**config.mk**
```make
export PLATFORM = sky130hd
export DESIGN_NAME = temp_setting_sel
export DESIGN_NICKNAME = d
export VERILOG_FILES = /design/src/rtl/temp_setting_pkg.sv /design/src/rtl/temp_band_reg.sv /design/src/rtl/setting_table.sv /design/src/rtl/setting_out_stage.sv /design/src/rtl/temp_setting_sel.sv
export SDC_FILE = /design/constraint.sdc
export NUM_CORES = 2
export LEC_CHECK = 0
export BUFFER_PORTS_ARGS = -buffer_cell sky130_fd_sc_hd__buf_2
export CAP_MARGIN = 20
export CORE_UTILIZATION = 47
export CTS_CLUSTER_DIAMETER = 120
export DETAILED_ROUTE_END_ITERATION = 6
export GPL_TIMING_DRIVEN = 0
export SLEW_MARGIN = 20
export SYNTH_ARGS = -nofsm -noshare
export SYNTH_HDL_FRONTEND = slang
export SYNTH_SLANG_ARGS = --single-unit
```
**constraint.sdc**
```tcl
create_clock -name clk -period 5.7 [get_ports clk]
set_input_delay 0.57 -clock clk [delete_from_list [all_inputs] [get_ports clk]]
set_output_delay 0.57 -clock clk [all_outputs]
set_load 0.005 [all_outputs]
```
**src/rtl/temp_setting_pkg.sv**
```systemverilog
package temp_setting_pkg;

    localparam int SET_W  = 8;
    localparam int NCH    = 2;
    localparam int TEMP_W = 8;
    localparam int T_LO   = -40;
    localparam int T_HI   = 102;
    localparam int NBANDS = (T_HI - T_LO) / 2 + 1;
    localparam int BAND_W = $clog2(NBANDS);
    localparam int WORD_W = SET_W * NCH;

    typedef logic [BAND_W-1:0] band_t;
    typedef logic [SET_W-1:0]  setting_t;

    typedef struct packed {
        setting_t ch1;
        setting_t ch0;
    } set_pair_t;

    typedef enum logic {
        MODE_MANUAL = 1'b0,
        MODE_AUTO   = 1'b1
    } mode_e;

    function automatic band_t band_of(input logic signed [TEMP_W-1:0] t);
        int v;
        v = int'(t) - T_LO;
        if (v < 0) begin
            return '0;
        end
        v = v >>> 1;
        if (v > NBANDS - 1) begin
            return band_t'(NBANDS - 1);
        end
        return band_t'(v);
    endfunction

endpackage

```
**src/rtl/temp_band_reg.sv**
```systemverilog
module temp_band_reg
    import temp_setting_pkg::*;
(
    input  logic                     clk,
    input  logic                     rst,
    input  logic signed [TEMP_W-1:0] temp_in,
    input  logic                     temp_valid,
    output band_t                    band_now,
    output band_t                    band_q
);

    assign band_now = band_of(temp_in);

    always_ff @(posedge clk) begin
        if (rst) begin
            band_q <= '0;
        end else if (temp_valid) begin
            band_q <= band_now;
        end
    end

    a_r3_low_clamp: assert property (@(posedge clk) disable iff (rst)
        (temp_valid && (int'(temp_in) < T_LO)) |=> (band_q == '0));

    a_r4_high_clamp: assert property (@(posedge clk) disable iff (rst)
        (temp_valid && (int'(temp_in) > T_HI)) |=> (band_q == band_t'(NBANDS - 1)));

    a_r5_hold_between: assert property (@(posedge clk) disable iff (rst)
        !temp_valid |=> $stable(band_q));

    a_r4_band_in_range: assert property (@(posedge clk) disable iff (rst)
        (int'(band_q) < NBANDS));

endmodule

```
**src/rtl/setting_table.sv**
```systemverilog
module setting_table
    import temp_setting_pkg::*;
#(
    parameter int DEPTH = NBANDS,
    parameter int AW    = BAND_W,
    parameter int W     = WORD_W
) (
    input  logic          clk,
    input  logic          rst,
    input  logic          we,
    input  logic [AW-1:0] waddr,
    input  logic [W-1:0]  wdata,
    input  logic [AW-1:0] look_addr,
    output logic [W-1:0]  look_q,
    input  logic [AW-1:0] rd_addr,
    output logic [W-1:0]  rd_q
);

    logic [W-1:0] mem [DEPTH];

    always_ff @(posedge clk) begin
        if (we && (int'(waddr) < DEPTH)) begin
            mem[waddr] <= wdata;
        end
    end

    always_ff @(posedge clk) begin
        if (rst) begin
            look_q <= '0;
            rd_q   <= '0;
        end else begin
            look_q <= (int'(look_addr) < DEPTH) ? mem[look_addr] : '0;
            rd_q   <= (int'(rd_addr) < DEPTH) ? mem[rd_addr] : '0;
        end
    end

    a_r10_oob_read_zero: assert property (@(posedge clk) disable iff (rst)
        (int'(rd_addr) >= DEPTH) |=> (rd_q == '0));

    a_r1_reset_clears: assert property (@(posedge clk)
        rst |=> (look_q == '0 && rd_q == '0));

endmodule

```
**src/rtl/setting_out_stage.sv**
```systemverilog
module setting_out_stage
    import temp_setting_pkg::*;
(
    input  logic      clk,
    input  logic      rst,
    input  mode_e     mode,
    input  logic      off_req,
    input  set_pair_t tbl_vals,
    input  set_pair_t man_vals,
    output setting_t  set_o [NCH],
    output logic      en_o  [NCH]
);

    setting_t tbl_arr [NCH];
    setting_t man_arr [NCH];

    assign tbl_arr[0] = tbl_vals.ch0;
    assign tbl_arr[1] = tbl_vals.ch1;
    assign man_arr[0] = man_vals.ch0;
    assign man_arr[1] = man_vals.ch1;

    for (genvar c = 0; c < NCH; c++) begin : g_ch
        setting_t picked;
        assign picked   = (mode == MODE_AUTO) ? tbl_arr[c] : man_arr[c];
        assign set_o[c] = off_req ? '0 : picked;
        assign en_o[c]  = ~off_req;

        a_r8_off_zero: assert property (@(posedge clk) disable iff (rst)
            (!en_o[c]) |-> (set_o[c] == '0));

        a_r6_manual_follow: assert property (@(posedge clk) disable iff (rst)
            (mode == MODE_MANUAL && en_o[c]) |-> (set_o[c] == man_arr[c]));
    end

endmodule

```
**src/rtl/temp_setting_sel.sv**
```systemverilog
module temp_setting_sel
    import temp_setting_pkg::*;
(
    input  logic                     clk,
    input  logic                     rst,
    input  logic signed [TEMP_W-1:0] temp_in,
    input  logic                     temp_valid,
    input  logic                     auto_mode,
    input  logic                     off_req,
    input  logic [SET_W-1:0]         man_set0,
    input  logic [SET_W-1:0]         man_set1,
    input  logic                     tbl_we,
    input  logic [BAND_W-1:0]        tbl_waddr,
    input  logic [WORD_W-1:0]        tbl_wdata,
    input  logic [BAND_W-1:0]        tbl_raddr,
    output logic [WORD_W-1:0]        tbl_rdata,
    output logic [SET_W-1:0]         set0,
    output logic [SET_W-1:0]         set1,
    output logic                     en0,
    output logic                     en1
);

    band_t       band_now;
    band_t       band_q;
    band_t       look_addr;
    logic [WORD_W-1:0] look_q;
    set_pair_t   tbl_vals;
    set_pair_t   man_vals;
    mode_e       mode;
    setting_t    set_arr [NCH];
    logic        en_arr  [NCH];

    temp_band_reg u_band (
        .clk        (clk),
        .rst        (rst),
        .temp_in    (temp_in),
        .temp_valid (temp_valid),
        .band_now   (band_now),
        .band_q     (band_q)
    );

    assign look_addr = temp_valid ? band_now : band_q;

    setting_table u_table (
        .clk       (clk),
        .rst       (rst),
        .we        (tbl_we),
        .waddr     (tbl_waddr),
        .wdata     (tbl_wdata),
        .look_addr (look_addr),
        .look_q    (look_q),
        .rd_addr   (tbl_raddr),
        .rd_q      (tbl_rdata)
    );

    assign tbl_vals = set_pair_t'(look_q);
    assign man_vals = '{ch1: man_set1, ch0: man_set0};
    assign mode     = mode_e'(auto_mode);

    setting_out_stage u_out (
        .clk      (clk),
        .rst      (rst),
        .mode     (mode),
        .off_req  (off_req),
        .tbl_vals (tbl_vals),
        .man_vals (man_vals),
        .set_o    (set_arr),
        .en_o     (en_arr)
    );

    assign set0 = set_arr[0];
    assign set1 = set_arr[1];
    assign en0  = en_arr[0];
    assign en1  = en_arr[1];

    a_r8_both_disabled: assert property (@(posedge clk) disable iff (rst)
        off_req |-> (!en0 && !en1 && set0 == '0 && set1 == '0));

    a_r5_auto_hold: assert property (@(posedge clk) disable iff (rst)
        (auto_mode && !off_req && !temp_valid && !tbl_we && $past(!temp_valid && !tbl_we))
        |=> (!auto_mode || off_req || $stable(set0)));

endmodule

```
### Word-level counts from Yosys, hierarchy flattened

Memory sizes are Yosys's and may differ from the RTL's. A register that Yosys moved wholly into a read port is not among the register bits.
Index checks and enable logic that the tools add are counted.

* word-level logic and storage cells: 28
* output and inout port bits: 34
* bits in writable memories: 1152
* input port bits: 60
* memories kept: 1
* flip-flop bits (word level): 7

* reduce and logical (&&, ||, !) cells: 3
* mux-type cells: 14
* add/subtract/negate cells: 1
* order comparisons: 5
* bitwise logic cells: 3

Memory list
* u_table.mem: depth 72, width 16, read ports 2, clocked after Yosys merged registers in 2, wr ports 1, RTL line setting_table.sv:19 `logic [W-1:0] mem [DEPTH];`

Operator list (number)
* $mux W7: 5
* $mux W8: 4
* $lt A7 B7 Y1 const B: 3
* $lt A9 B1 Y1 const B: 1
* $sub A8 B7 Y9 const B: 1
* $gt A8 B8 Y1 const B: 1
* $mux W1: 5
* $reduce_or A2 Y1: 2
* $not A1 Y1: 3
* $logic_and A1 B1 Y1: 1

### Depth between registers and ports, before layout

* word-level depth: 10
* depth in mapped cells: 15
* gate-level depth less buffers: 11

### By module

A second synthesis with hierarchy kept.

* cells, all modules: 2831
* area, all modules: 55513.2 um^2

Modules (own cells, without submodules)
* setting_table: sequential area each 35233.8 um^2, cells an instance 2719, area each 54571.1 um^2, instances 1
* temp_band_reg: sequential area each 140.1 um^2, cells an instance 66, area each 553.0 um^2, instances 1
* setting_out_stage: sequential area each 0.0 um^2, cells an instance 38, area each 272.8 um^2, instances 1
* temp_setting_sel: sequential area each 0.0 um^2, cells an instance 8, area each 116.4 um^2, instances 1

### Worst setup path after synthesis

Ideal clock, no wire load.

* path type: input-to-reg
* from: input port temp_in[3]
* to: register u_table.look_q[0] (read register of u_table.mem)
* cell stages on the path: 12
* slack: 2553 ps
* buffers on the path: 2
* data required time: 5585 ps
* data arrival time: 3033 ps
* setup time: 115 ps
* cells stage by stage: ha_1 -> and4bb_1 -> a32oi_2 -> a211oi_2 -> buf_4 -> nor2_2 -> buf_6 -> nand2_1 -> nand3_1 -> a311o_1 -> or4b_1 -> o21a_1

* word-level cells in the longest chain between the ends: 10
* elaborated cells on any way between the ends: 13
* those cells by class: 1 x add/sub; 3 x order compare; 7 x mux; 1 x bitwise; 1 x reduce/logical

RTL lines
* start, declared: RTL line temp_setting_sel.sv:6 `input logic signed [TEMP_W-1:0] temp_in,`
* $sub A8 B7 Y9 (*): RTL line temp_setting_pkg.sv:27 `v = int'(t) - T_LO;`
* $gt A8 B8 Y1: RTL line temp_setting_pkg.sv:32 `if (v > NBANDS - 1) begin`
* $mux W1: RTL line temp_setting_pkg.sv:32
* $mux W1: RTL line temp_setting_pkg.sv:31 `v = v >>> 1;`
* $mux W7: RTL line temp_setting_pkg.sv:35 `return band_t'(v);`
* $mux W7 (*): RTL line temp_setting_pkg.sv:31
* $mux W7 (*)
* $lt A7 B7 Y1: RTL line setting_table.sv:32 `look_q <= (int'(look_addr) < DEPTH) ? mem[look_addr] : '0;`
* $not A1 Y1 (no line)
* $reduce_or A2 Y1 (no line)
* end, declared: RTL line setting_table.sv:14 `output logic [W-1:0] look_q,`

Mark *: on every way between the ends. The rest lies on a longest branch, timed or not. The select of a mux whose other input is x is not followed.
A chain may end at the register's enable or synchronous reset.

### Worst setup path after layout

* from: input port temp_in[3]
* to: register u_table.look_q[5] (read register of u_table.mem)

The elaborated chain is that of the path after synthesis.

==> flow_metrics.env <==
export IMPL_status="finished, violations left"
export IMPL_violations="DRC"
export IMPL_die_y_um=348.2
export IMPL_crit_type="in2reg"
export IMPL_arrival_ns=6.24
export IMPL_row_count=126
export IMPL_async_flop_share=0
export IMPL_grt_pass1_vias=39110
export IMPL_hold_viol=0
export IMPL_io_buffers=81
export IMPL_netSwitchingPower_mw=5.977
export IMPL_synth_flop_cell="edfxtp_1"
export IMPL_h_tree_depth=4
export IMPL_insertion_delay_ns=0.79
export IMPL_initial_core_util=0.4758
export IMPL_cts_max_path_buffers=3
export IMPL_cts_resized=0
export IMPL_place_gp_congestion=1.004
export IMPL_drv_cap=0
export IMPL_final_min_clock_period_ns=5.597
export IMPL_grt_pass1_wl_mm=317.7
export IMPL_numCtsBuffers=131
export IMPL_ctsHoldBuffers=0
export IMPL_p_per_area_mw_per_mm2=334.7
export IMPL_cts_root_buffer="clkbuf_16"
export IMPL_grt_overflow=0
export IMPL_track_usage=0.3841
export IMPL_cts_sinks=1191
export IMPL_setup_viol=0
export IMPL_die_area_mm2=0.1212
export IMPL_syn_area_mm2=0.05633
export IMPL_yosys_warnings=0
export IMPL_post_place_cells=5673
export IMPL_dr_pass1_iters=7
export IMPL_fin_ws_ns=0.1033
export IMPL_fin_crit_sh=0.9819
export IMPL_areaGrowthSynthToFinish_pct=14.23
export IMPL_power_total_mw=21.54
export IMPL_grt_use_met2=0.5361
export IMPL_pre_cts_ws_ns=-0.1134
export IMPL_drive_gt1_frac=0.2363
export IMPL_drt_iter0_markers=7589
export IMPL_synth_cells=3924
export IMPL_dp_hpwl_mm=171.7
export IMPL_worst_pin_slew_ns=1.354
export IMPL_core_mm2=0.1184
export IMPL_sw_frac_of_total=0.2775
export IMPL_cts_tree="yes"
export IMPL_wl_per_cell_um=39.60
export IMPL_syn_num_nets=3986
export IMPL_max_freq_mhz=178.7
export IMPL_synth_area_per_cell_um2=14.36
export IMPL_cts_setup_buffers=0
export IMPL_synth_edf_count=1152
export IMPL_fin_skew_ns=0.02687
export IMPL_hold_slack_ns=0.2065
export IMPL_use_met1=0.5193
export IMPL_grt_max_degree=73
export IMPL_min_path_type="in2reg"
export IMPL_cp_required_ns=6.35
export IMPL_nNetsFinal=4271
export IMPL_ioPinCount=94
export IMPL_grt_busiest_layer="met2"
export IMPL_crit_path_max_fanout=10
export IMPL_end_kind="flop"
export IMPL_rsz0062_at_grt="no"
export IMPL_p_int_mw=15.56
export IMPL_p_leak_nw=21.10
export IMPL_ys_types=76
export IMPL_cp_start_kind="input port"
export IMPL_via_per_inst=7.030
export IMPL_p_clk_frac=0.403
export IMPL_routed_wl_mm=234.2
export IMPL_slew_headroom=0.09729
export IMPL_synth_seq_cells=1191
export IMPL_antenna_found_initial=21
export IMPL_vias=41578
export IMPL_met3_usage=0.1611
export IMPL_power_frac_comb=0.148
export IMPL_synth_seq_area_share=0.6280
export IMPL_tns_ns=0
export IMPL_vdd_drop_max_mv=0.2946
export IMPL_drc=2
export IMPL_clkTransAtPathRegs_ns=0.06
export IMPL_final_cells=5914
export IMPL_report_final_slew_viol_count=0
export IMPL_die_w_um=348.2
export IMPL_drtAntennaViolNets=0
export IMPL_seqPwrFrac=0.449
[per-stage QoR]
step           cell area [um2]  utilization
6_report                 64340       0.5435
5_1_grt                  64330       0.5433
4_1_cts                  64270       0.5428
3_5_place_dp             60040       0.5071
3_3_place_gp             58740       0.4961
2_1_floorplan            56330            -
[flip-flops by register name, indices dropped and copies added, names as in the netlist]
| register | flops |
|---|---|
| u_table.look_q | 16 |
| u_table.mem | 1152 |
| u_band.band_q | 7 |
| u_table.rd_q | 16 |
[cell usage in the layout, fill, tap and decap left out, drive strengths merged, types with 95 or more instances in the layout]
cell	instances
a211oi	112
clkbuf	312
a31oi	129
nand2	600
buf	331
nand3	168
edfxtp	1152
mux4	343
nor2	249
and3	101
mux2	95
[layout make-up]
cell class | count | area [um2]
multi-input combinational | 2399 | 19870
clock inverter | 61 | 646.9
tap | 1600 | 2002
buffer | 327 | 1416
fill | 9716 | 54050
antenna | 10 | 25.02
sequential | 1191 | 35370
timing repair buffer | 152 | 1403
inverter | 7 | 26.28
clock buffer | 167 | 3583
[synth_stat cells (19+ instances only)]
master / n / area (um2)
mux4_2: 343 / 7725
buf_2: 110 / 550.5
mux2i_1: 79 / 790.8
clkbuf_1: 141 / 529.3
nor3_1: 49 / 245.2
dfxtp_1: 39 / 780.8
nand2_1: 599 / 2248
edfxtp_1: 1152 / 34590
and3_1: 101 / 631.9
mux2_2: 95 / 1070
o21ai_0: 87 / 435.4
o22ai_1: 30 / 187.7
a211oi_1: 111 / 833.3
buf_1: 69 / 259.0
a31oi_1: 129 / 807.0
o221ai_1: 47 / 411.6
o31ai_1: 19 / 142.6
a21oi_1: 66 / 330.3
nor2_1: 247 / 927.1
nand3_1: 168 / 840.8
[routing by layer]
| metal | vias up | part of all wire |
|---|---|---|
| li1 | 16254 | - |
| met1 | 21025 | 0.37 |
| met2 | 3676 | 0.42 |
| met3 | 601 | 0.16 |
| met4 | 22 | 0.051 |
| met5 | - | 0.00073 |
[path summary, 6_finish.rpt]
path                               startpoint                            to  slack, ns  cells past startpoint
setup / recovery                   temp_in[3]  u_table.look_q[5]$_SDFF_PP0_       0.10                     13
hold / removal                            rst   u_band.band_q[4]$_SDFF_PP0_       0.21                      2
setup reg to reg  u_band.band_q[0]$_SDFF_PP0_  u_table.look_q[5]$_SDFF_PP0_       0.50                     10
hold reg to reg   u_band.band_q[4]$_SDFF_PP0_   u_band.band_q[4]$_SDFF_PP0_       0.78                      3
[power groups by stage]
stage	logic, mW	registers, mW	clock network, mW
6_report	3.19	9.67	8.67
2_1_floorplan	1.46	9.85	0
5_1_grt	3.19	9.67	8.95
3_5_place_dp	2.98	9.86	0
4_1_cts	2.99	9.67	8.65
3_3_place_gp	2.92	9.87	0
[cells by family after synthesis]
kind of cell,Yosys count,share of synthesized area
AOI/OAI and AO/OA,658,0.08181
adders and majority gates,2,0.0004442
buffers and inverters,334,0.02523
DFF,1191,0.6280
muxes,517,0.1702
and+or+nand+nor,1222,0.09436
[critical path: stages]
cell	delay, ns
buf_2	0.15
ha_1	0.28
or2_2	0.34
a32oi_2	0.33
a211oi_2	0.24
nor2_2	0.63
buf_2	0.49
buf_2	0.52
buf_1	0.80
nand3_1	0.13
a31oi_1	0.74
nand4b_1	0.62
o21a_1	0.38
Power figures use the tool's default switching activity.
